<file path="config.mk">
export PLATFORM = sky130hd
export DESIGN_NAME = sfifo_dma_ctrl
export DESIGN_NICKNAME = d
export VERILOG_FILES = /design/src/rtl/sdma_pkg.sv /design/src/rtl/sdma_fifo.sv /design/src/rtl/sdma_req.sv /design/src/rtl/sdma_done.sv /design/src/rtl/sfifo_dma_ctrl.sv
export SDC_FILE = /design/constraint.sdc
export NUM_CORES = 1
export LEC_CHECK = 0
export ABC_AREA = 1
export BUFFER_PORTS_ARGS = -buffer_cell sky130_fd_sc_hd__buf_2
export CAP_MARGIN = 40
export CORE_MARGIN = 1
export CORE_UTILIZATION = 40
export CTS_CLUSTER_DIAMETER = 200
export DETAILED_ROUTE_END_ITERATION = 10
export RECOVER_POWER = 100
export SYNTH_ARGS = -nofsm -noshare
export SYNTH_HDL_FRONTEND = slang
export SYNTH_HIERARCHICAL = 1
export SYNTH_SLANG_ARGS = --single-unit
</file>
<file path="constraint.sdc">
create_clock -name clk_i -period 4.7 [get_ports clk_i]
set_input_delay 0.705 -clock clk_i [delete_from_list [all_inputs] [get_ports clk_i]]
set_output_delay 0.705 -clock clk_i [all_outputs]
set_load 0.02 [all_outputs]
</file>
<file path="src/rtl/sdma_pkg.sv">
package sdma_pkg;
  typedef enum logic {DIR_FILL, DIR_DRAIN} req_dir_e;
  localparam int unsigned DATA_W = 8;
endpackage

</file>
<file path="src/rtl/sdma_fifo.sv">
module sdma_fifo #(
  parameter int unsigned DW    = 8,
  parameter int unsigned DEPTH = 64,
  localparam int unsigned PTR_W = $clog2(DEPTH),
  localparam int unsigned LVL_W = $clog2(DEPTH + 1)
) (
  input  logic             clk_i,
  input  logic             rst_ni,
  input  logic             wr_i,
  input  logic [DW-1:0]    wdata_i,
  input  logic             rd_i,
  output logic [DW-1:0]    rdata_o,
  output logic [LVL_W-1:0] level_o,
  output logic             full_o,
  output logic             empty_o,
  output logic             ovf_o,
  output logic             unf_o
);
  logic [DW-1:0]    mem_q [DEPTH];
  logic [PTR_W-1:0] wptr_q, rptr_q;
  logic [LVL_W-1:0] lvl_q;
  logic             wr_ok, rd_ok;

  assign full_o  = (lvl_q == LVL_W'(DEPTH));
  assign empty_o = (lvl_q == '0);
  assign wr_ok   = wr_i & ~full_o;
  assign rd_ok   = rd_i & ~empty_o;
  assign rdata_o = mem_q[rptr_q];
  assign level_o = lvl_q;

  function automatic logic [PTR_W-1:0] nxt(input logic [PTR_W-1:0] p);
    return (p == PTR_W'(DEPTH - 1)) ? '0 : p + 1'b1;
  endfunction

  always_ff @(posedge clk_i) begin
    if (wr_ok) mem_q[wptr_q] <= wdata_i;
  end

  always_ff @(posedge clk_i or negedge rst_ni) begin
    if (!rst_ni) begin
      wptr_q <= '0;
      rptr_q <= '0;
      lvl_q  <= '0;
      ovf_o  <= 1'b0;
      unf_o  <= 1'b0;
    end else begin
      if (wr_ok) wptr_q <= nxt(wptr_q);
      if (rd_ok) rptr_q <= nxt(rptr_q);
      case ({wr_ok, rd_ok})
        2'b10:   lvl_q <= lvl_q + 1'b1;
        2'b01:   lvl_q <= lvl_q - 1'b1;
        default: lvl_q <= lvl_q;
      endcase
      if (wr_i && full_o)  ovf_o <= 1'b1;
      if (rd_i && empty_o) unf_o <= 1'b1;
    end
  end
endmodule

</file>
<file path="src/rtl/sdma_req.sv">
module sdma_req
  import sdma_pkg::*;
#(
  parameter int unsigned LVL_W  = 7,
  parameter int unsigned TRIG_W = 6,
  parameter req_dir_e    DIR    = DIR_FILL
) (
  input  logic              clk_i,
  input  logic              rst_ni,
  input  logic [LVL_W-1:0]  level_i,
  input  logic [TRIG_W-1:0] trig_i,
  input  logic              ack_i,
  output logic              req_o
);
  logic [LVL_W-1:0] eff_trig;
  logic             cond, holdoff_q;

  assign eff_trig = (trig_i == '0) ? LVL_W'(1) : LVL_W'(trig_i);

  generate
    if (DIR == DIR_FILL) begin : g_fill
      assign cond = (level_i < eff_trig);
    end else begin : g_drain
      assign cond = (level_i >= eff_trig);
    end
  endgenerate

  // one dead cycle after each transfer so the engine never double-moves
  always_ff @(posedge clk_i or negedge rst_ni) begin
    if (!rst_ni) holdoff_q <= 1'b0;
    else         holdoff_q <= ack_i;
  end

  assign req_o = cond & ~holdoff_q;
endmodule

</file>
<file path="src/rtl/sdma_done.sv">
module sdma_done (
  input  logic clk_i,
  input  logic rst_ni,
  input  logic irda_mode_i,
  input  logic empty_i,
  input  logic tx_wr_i,
  input  logic line_done_i,
  output logic done_o
);
  logic frame_done_q;

  always_ff @(posedge clk_i or negedge rst_ni) begin
    if (!rst_ni)                                  frame_done_q <= 1'b0;
    else if (tx_wr_i)                             frame_done_q <= 1'b0;
    else if (irda_mode_i && empty_i && line_done_i) frame_done_q <= 1'b1;
  end

  assign done_o = irda_mode_i ? frame_done_q : empty_i;
endmodule

</file>
<file path="src/rtl/sfifo_dma_ctrl.sv">
module sfifo_dma_ctrl
  import sdma_pkg::*;
#(
  parameter int unsigned DW     = DATA_W,
  parameter int unsigned DEPTH  = 64,
  localparam int unsigned TRIG_W = $clog2(DEPTH),
  localparam int unsigned LVL_W  = $clog2(DEPTH + 1)
) (
  input  logic              clk_i,
  input  logic              rst_ni,
  input  logic              irda_mode_i,
  input  logic              rx_en_i,
  input  logic [TRIG_W-1:0] tx_trig_i,
  input  logic [TRIG_W-1:0] rx_trig_i,
  output logic              tx_dma_req_o,
  input  logic              tx_dma_ack_i,
  input  logic [DW-1:0]     tx_dma_data_i,
  output logic              rx_dma_req_o,
  input  logic              rx_dma_ack_i,
  output logic [DW-1:0]     rx_dma_data_o,
  output logic              line_tx_valid_o,
  output logic [DW-1:0]     line_tx_data_o,
  input  logic              line_tx_ready_i,
  input  logic              line_rx_valid_i,
  input  logic [DW-1:0]     line_rx_data_i,
  input  logic              line_frame_done_i,
  input  logic              line_eof_i,
  output logic [LVL_W-1:0]  tx_level_o,
  output logic [LVL_W-1:0]  rx_level_o,
  output logic              tx_empty_o,
  output logic              tx_done_o,
  output logic              tx_ovf_o,
  output logic              rx_ovf_o,
  output logic              rx_unf_o,
  output logic              eof_sts_o,
  input  logic              eof_clr_i,
  input  logic              eof_irq_en_i,
  output logic              irq_o
);
  logic tx_full_unused, tx_unf_unused, rx_full_unused, rx_empty_unused;
  logic rx_wr, tx_rd, eof_q;

  assign rx_wr = line_rx_valid_i & rx_en_i;
  assign tx_rd = line_tx_valid_o & line_tx_ready_i;
  assign line_tx_valid_o = ~tx_empty_o;

  sdma_fifo #(.DW(DW), .DEPTH(DEPTH)) u_tx_fifo (
    .clk_i, .rst_ni,
    .wr_i(tx_dma_ack_i), .wdata_i(tx_dma_data_i),
    .rd_i(tx_rd), .rdata_o(line_tx_data_o),
    .level_o(tx_level_o), .full_o(tx_full_unused), .empty_o(tx_empty_o),
    .ovf_o(tx_ovf_o), .unf_o(tx_unf_unused)
  );

  sdma_fifo #(.DW(DW), .DEPTH(DEPTH)) u_rx_fifo (
    .clk_i, .rst_ni,
    .wr_i(rx_wr), .wdata_i(line_rx_data_i),
    .rd_i(rx_dma_ack_i), .rdata_o(rx_dma_data_o),
    .level_o(rx_level_o), .full_o(rx_full_unused), .empty_o(rx_empty_unused),
    .ovf_o(rx_ovf_o), .unf_o(rx_unf_o)
  );

  sdma_req #(.LVL_W(LVL_W), .TRIG_W(TRIG_W), .DIR(DIR_FILL)) u_tx_req (
    .clk_i, .rst_ni, .level_i(tx_level_o), .trig_i(tx_trig_i),
    .ack_i(tx_dma_ack_i), .req_o(tx_dma_req_o)
  );

  sdma_req #(.LVL_W(LVL_W), .TRIG_W(TRIG_W), .DIR(DIR_DRAIN)) u_rx_req (
    .clk_i, .rst_ni, .level_i(rx_level_o), .trig_i(rx_trig_i),
    .ack_i(rx_dma_ack_i), .req_o(rx_dma_req_o)
  );

  sdma_done u_done (
    .clk_i, .rst_ni, .irda_mode_i, .empty_i(tx_empty_o),
    .tx_wr_i(tx_dma_ack_i), .line_done_i(line_frame_done_i), .done_o(tx_done_o)
  );

  // set beats clear
  always_ff @(posedge clk_i or negedge rst_ni) begin
    if (!rst_ni)         eof_q <= 1'b0;
    else if (line_eof_i) eof_q <= 1'b1;
    else if (eof_clr_i)  eof_q <= 1'b0;
  end

  assign eof_sts_o = eof_q;
  assign irq_o     = eof_q & eof_irq_en_i;
endmodule

</file>
==> results of run 1 <==
sequential cells by signal, indices dropped and copies added, names as in the netlist:
| name | flops |
|---|---|
| u_rx_fifo/unf_o | 1 |
| u_rx_fifo/level_o | 7 |
| u_tx_fifo/rptr_q | 6 |
| u_rx_fifo/ovf_o | 1 |
| u_tx_fifo/level_o | 7 |
| u_rx_fifo/wptr_q | 6 |
| u_tx_fifo/mem_q | 512 |
| u_done/frame_done_q | 1 |
| u_rx_fifo/rptr_q | 6 |
| u_tx_req/holdoff_q | 1 |
| u_rx_req/holdoff_q | 1 |
| u_tx_fifo/wptr_q | 6 |
| u_rx_fifo/mem_q | 512 |
| eof_sts_o | 1 |
| u_tx_fifo/ovf_o | 1 |
cell usage in the layout (no fill, tap or decap), types with 3 or more instances in the layout:
master,n
clkinv_1,30
a21oi_1,43
nand3_1,521
buf_2,37
dfrtp_4,3
bufinv_16,10
buf_4,23
nand4_1,20
o21ai_0,176
nor3_1,10
clkinv_2,29
xor2_1,21
and3_1,4
buf_12,10
edfxtp_1,1024
nand2_1,1381
xnor2_1,4
inv_2,3
dfrtp_1,41
or2_2,14
a21o_1,3
clkbuf_16,110
clkinv_8,3
ha_1,27
clkbuf_1,144
nor2_1,448
a21oi_2,3
inv_6,4
inv_1,560
power breakdown:
part / internal [W] / leakage (nW) / total, W / switching, W
logic: 0.00271 / 9.39 / 0.00956 / 0.00684
registers: 0.0109 / 9.75 / 0.0113 / 0.000496
clock network: 0.00488 / 1.74 / 0.00855 / 0.00367
metal layers:
metal | GRT usage | vias up | share of wire
met3 | 0.0275 | 178 | 0.062
met5 | 0 | - | 0
met4 | 0.0577 | 0 | 0.026
li1 | - | 15100 | -
met2 | 0.334 | 940 | 0.49
met1 | 0.266 | 14800 | 0.43
worst max-delay path: stages (launching register included):
cell and delay [ps]:
dfrtp_4 760, inv_6 390, buf_4 520, nand2_1 110
nand3_1 90, nand2_1 80, nand2_1 60, nand2_1 50
inv_1 120, nand2_1 140, nand2_1 90, nand2_1 100
inv_1 80, nand2_1 60, buf_2 160
worst paths after layout:
check,to,slack [ps],startpoint
setup / recovery,rx_dma_data_o[0],400,u_rx_fifo/rptr_q[0]
hold / removal,u_rx_req/holdoff_q,170,rx_dma_ack_i
setup reg to reg,u_rx_fifo/mem_q[38][6],850,u_rx_fifo/level_o[0]
hold reg to reg,u_rx_fifo/unf_o,460,u_rx_fifo/unf_o
max in group asynchronous,u_tx_fifo/ovf_o,2010,rst_ni
min in group asynchronous,u_rx_fifo/wptr_q[4],520,rst_ni
area by class of cell:
class	instances	area [µm²]	area share
multi-input combinational	2686	11600	0.222
tap	1512	1890	0.0363
clock inverter	74	671	0.0129
clock buffer	131	2850	0.0547
inverter	572	2160	0.0415
sequential	1069	31900	0.612
timing repair buffer	197	1080	0.0208
per-stage QoR:
| stage | power [W] | hold slack (ps) | worst slack (ps) | util |
|---|---|---|---|---|
| 2_1_floorplan | 0.0179 | 409 | 1600 | - |
| 3_3_place_gp | 0.0210 | 437 | 1220 | 0.425 |
| 3_5_place_dp | 0.0212 | 439 | 1240 | 0.427 |
| 4_1_cts | 0.0297 | 66.4 | 500 | 0.457 |
| 5_1_grt | 0.0311 | 138 | 134 | 0.453 |
| 6_report | 0.0295 | 171 | 404 | 0.453 |
==> summary.md, run 1 <==
| Metric | Value |
|---|---|
| Final std cells w/o fill | `6241` |
| DP Area | `49100 µm²` |
| DR WL/cell | `18.6 µm` |
| CTS Buf Count | `110` |
| Fin area | `52100 µm²` |
| Worst VDD drop | `0.000750 V` |
| Final setup violation count | `0` |
| Startpoint types | `register` |
| DR pass1 iterations | `5` |
| Clock Skews | `22.6 ps` |
| Inst Count DP | `6036` |
| Die Area | `118000 µm²` |
| Initial core utilization | `0.406` |
| Total track usage | `0.198` |
| Filler cells | `10800` |
| Vias per cell | `4.97` |
| N_diodes | `0` |
| Total clock sinks | `1069` |
| Initial antenna violation count | `0` |
| Crit path max fanout | `66` |
| Hold WC Path Type | `in -> reg` |
| Number of core rows | `124` |
| Post-Syn Area per Cell | `10.3 µm²` |
| Netlist Area Pre-Place | `46700 µm²` |
| Largest net degree at the start of global routing | `127` |
| Clock slew at reported path FFs | `60 ps` |
| Setup Buffers After CTS | `0` |
| Max H-tree Level | `3` |
| Iter 0 DRT Violations | `2559` |
| Number of routed nets with antenna violations | `0` |
| Fmax | `233 MHz` |
| Hold Crit Depth | `1` |
| Vias | `31000` |
| CP endpoint kind | `primary output` |
| Pwr dens | `565 nW/µm²` |
| Post-cts sizing count | `0` |
| CTS Hold Bufs | `0` |
| CTS Buffer Depth | `3` |
| CP required | `3990 ps` |
| Root Driver | `clkbuf_16` |
| DRT Wirelength | `116000 µm` |
| Max Cap Violations | `18` |
| Worst-Margin Slew | `3600 ps` |
| First-pass GRT wire length | `179000 µm` |
| Chip Height | `344 µm` |
| Fin. max-slew vios | `866` |
| Headroom to the max-slew limit | `-1.40` |
| Input/output buffers | `79` |
| DRC viols | `0` |
| YS warnings | `6` |
| Die Wd | `344 µm` |
| Vias in the first global route | `30300` |
| Remaining global-route overflow | `0` |
| Final RePlAce weighted congestion | `0.822` |
| Layout Nets | `4705` |
| Period utilization | `0.914` |
| Critical path type | `reg -> out` |
| Layout cells sized above 1 | `0.0558` |
| IO Count | `80` |
| Worst-Skew Late Latency | `700 ps` |
| Violated checks | `capacitance limit, slew limit` |
| Syn_nets | `4608` |
| Post-DP HPWL | `68800 µm` |
| Post-Route Setup TNS | `0 ps` |
| Syn-to-layout area delta | `11.7%` |
| Data arrival, critical path | `3590 ps` |
| RSZ-0062 raised after global routing | `false` |
| Status | `complete, but fails checks` |
| Leakage | `20.9 nW` |
| Final hold vios | `0` |
| Final min period | `4300 ps` |
| R2R depth | `6` |
| CTS tree | `done` |
| Synthesized instance count | `4539` |
| Core area | `115000 µm²` |
Power figures use the tool's default switching activity.
==> inputs of run 2 (changes only) <==
==> constraint.sdc (replaced) <==
create_clock -name clk_i -period 4.3 [get_ports clk_i]
set_input_delay 0.645 -clock clk_i [delete_from_list [all_inputs] [get_ports clk_i]]
set_output_delay 0.645 -clock clk_i [all_outputs]
set_load 0.02 [all_outputs]
==> run 2 against run 1 <==
  * The flow still finishes with violations (capacitance limit, slew limit)
  * Cell count is 0.87% higher
  * Sequential power is 9% higher
  * Wire length is 1.8% higher
  * Design area is 0.60% higher
  * Count of clock-buffer cells in the layout is 8 higher
  * Clock skew is 17 ps higher
  * Hold slack worse by 66 ps
  * Global-route usage is 0.18 points higher
  * Die area stayed put
  * Non-clock buffer count is 54 higher
  * First-iteration DRC count is 0.70% lower
  * Critical path depth is 1 lower
  * Largest power group unchanged
==> summary.md, run 2 (synthesis gave the netlist of run 1 again) <==
| Metric | Value |
|---|---|
| Final setup violation count | `0 (unchanged)` |
| First-pass GRT wire length | `181000 µm (+0.63%)` |
| Post-DP HPWL | `71600 µm (+4.0%)` |
| Final hold vios | `0 (unchanged)` |
| CTS Buf Count | `111 (+0.91%)` |
| Iter 0 DRT Violations | `2541 (-0.70%)` |
| Root Driver | `clkbuf_16` |
| Total track usage | `0.200 (+0.00184)` |
| Leakage | `21.0 nW (+0.44%)` |
| DRC viols | `0 (unchanged)` |
| RSZ-0062 raised after global routing | `false` |
| Remaining global-route overflow | `0 (unchanged)` |
| Input/output buffers | `79 (unchanged)` |
| Inst Count DP | `6088 (+0.86%)` |
| Post-Route Setup TNS | `0 ps (unchanged)` |
| DR WL/cell | `18.8 µm (+0.89%)` |
| Die Wd | `344 µm (unchanged)` |
| Worst VDD drop | `0.000507 V (-32%)` |
| Hold WC Path Type | `in -> reg` |
| Clock slew at reported path FFs | `60 ps (about the same)` |
| Pwr dens | `618 nW/µm² (+9.4%)` |
| Initial core utilization | `0.406 (unchanged)` |
| Max H-tree Level | `3 (unchanged)` |
| DRT Wirelength | `118000 µm (+1.8%)` |
| Number of core rows | `124 (unchanged)` |
| Fin. max-slew vios | `755 (-13%)` |
| Data arrival, critical path | `3450 ps (-140 ps)` |
| Final std cells w/o fill | `6295 (+0.87%)` |
| CTS tree | `done` |
| Syn-to-layout area delta | `12.3%` |
| Max Cap Violations | `20 (+2)` |
| Worst-Skew Late Latency | `710 ps (about the same)` |
| Worst-Margin Slew | `3170 ps (-430 ps)` |
| Met2 usage | `0.333 (about the same)` |
| Top Registers | `u_rx_fifo/mem_q (512), u_tx_fifo/mem_q (512)` |
| DR pass1 iterations | `5 (unchanged)` |
| Most used routing layer | `met2` |
| Status | `complete, but fails checks` |
| Commonest non-fill, non-tap cells in the layout | `nand2_1 (1381), edfxtp_1 (1024), inv_1 (560)` |
| Die Area | `118000 µm² (unchanged)` |
| Crit path max fanout | `55 (-17%)` |
| Core area | `115000 µm² (unchanged)` |
| Largest net degree at the start of global routing | `191 (+50%)` |
| Vias in the first global route | `30500 (+0.79%)` |
| CP required | `3650 ps (-340 ps)` |
| Layout Nets | `4760 (+1.2%)` |
| Critical path type | `reg -> out` |
| Violated checks | `capacitance limit, slew limit` |
| Vias per cell | `4.99 (+0.55%)` |
| Number of routed nets with antenna violations | `0 (unchanged)` |
| IO Count | `80 (unchanged)` |
| Filler cells | `10700 (-0.44%)` |
| CP endpoint kind | `primary output` |
| Headroom to the max-slew limit | `-1.11 (+0.287)` |
| Fmax | `244 MHz` |
| Startpoint types | `register` |
| Chip Height | `344 µm (unchanged)` |
| Hold_ws | `105 ps (-65.5 ps)` |
| Met3 Usage GRT | `0.0286 (+0.00111)` |
| Clock Skews | `39.2 ps (+16.6 ps)` |
| Total clock sinks | `1069 (unchanged)` |
| N_diodes | `0 (unchanged)` |
| Period utilization | `0.952` |
| Initial antenna violation count | `0 (unchanged)` |
| Setup Buffers After CTS | `0 (unchanged)` |
| Final min period | `4090 ps` |
| Final RePlAce weighted congestion | `0.864 (+5.1%)` |
| Vias | `31400 (+1.4%)` |
| CTS Buffer Depth | `3 (unchanged)` |
| Leading cell type in the layout, fill and taps excluded | `nand2_1` |
| Met1 usage | `0.271 (+0.00491)` |
| Layout cells sized above 1 | `0.0556 (-0.000212)` |
## run 2: area by class of cell
class                   instances  area (µm²)  area share
clock buffers                 139        2970      0.0566
flip-flops and latches       1069       31900       0.608
well taps                    1512        1890      0.0361
inverters                     572        2160      0.0412
clock inverters                66         607      0.0116
repair buffers                251        1350      0.0258
multi-input cells            2686       11600       0.221
## run 2: through the flow
stage	power, W	area, µm²	util	setup slack [ps]
after detailed placement	0.0233	49500	0.431	723
after CTS	0.0328	53100	0.462	203
final	0.0324	52400	0.456	206
after floorplan	0.0196	46700	-	1200
after global placement	0.0232	49300	0.429	714
after global routing	0.0342	52400	0.456	31.0
## run 2: repair_timing
action | CTS | global route
hold buffers | 1 | 0
endpoints found under the setup margin | 2 | 0
gates resized for setup | 1 | 0
endpoints found under the hold margin | 26 | 0
## run 2: worst paths after layout
check / startpoint / endpoint / slack [ps] / depth (start not counted)
max: u_rx_fifo/rptr_q[1] / rx_dma_data_o[4] / 210 / 13
min in group asynchronous: rst_ni / u_rx_fifo/rptr_q[0] / 1190 / 3
min reg2reg: u_rx_fifo/ovf_o / u_rx_fifo/ovf_o / 460 / 1
max reg2reg: u_rx_fifo/level_o[0] / u_rx_fifo/mem_q[22][7] / 460 / 8
min: rx_dma_ack_i / u_rx_req/holdoff_q / 110 / 1
max in group asynchronous: rst_ni / u_tx_fifo/rptr_q[1] / 790 / 4
## run 2: worst max-delay path, cell delays in order, from the launching register on
cell and delay, ps:
dfrtp_4 750, inv_4 480, buf_12 290, nand3_1 130, nand2_1 140, nand2_1 80
nand2_1 90, inv_1 50, nand2_1 70, nand2_1 110, nand2_1 150, inv_1 50
nand2_1 130, clkbuf_2 190
## run 2: routing by layer
metal / part of all wire / wire length (µm)
met1: 0.44 / 51500
met5: 0 / 0
met2: 0.48 / 57200
met4: 0.025 / 2910
met3: 0.056 / 6660
## run 2: where the power goes
group          total (W)  internal [W]  switching (W)
registers         0.0123        0.0119       0.000481
logic             0.0106       0.00304        0.00760
clock network    0.00944       0.00542        0.00401
total             0.0324        0.0203         0.0121
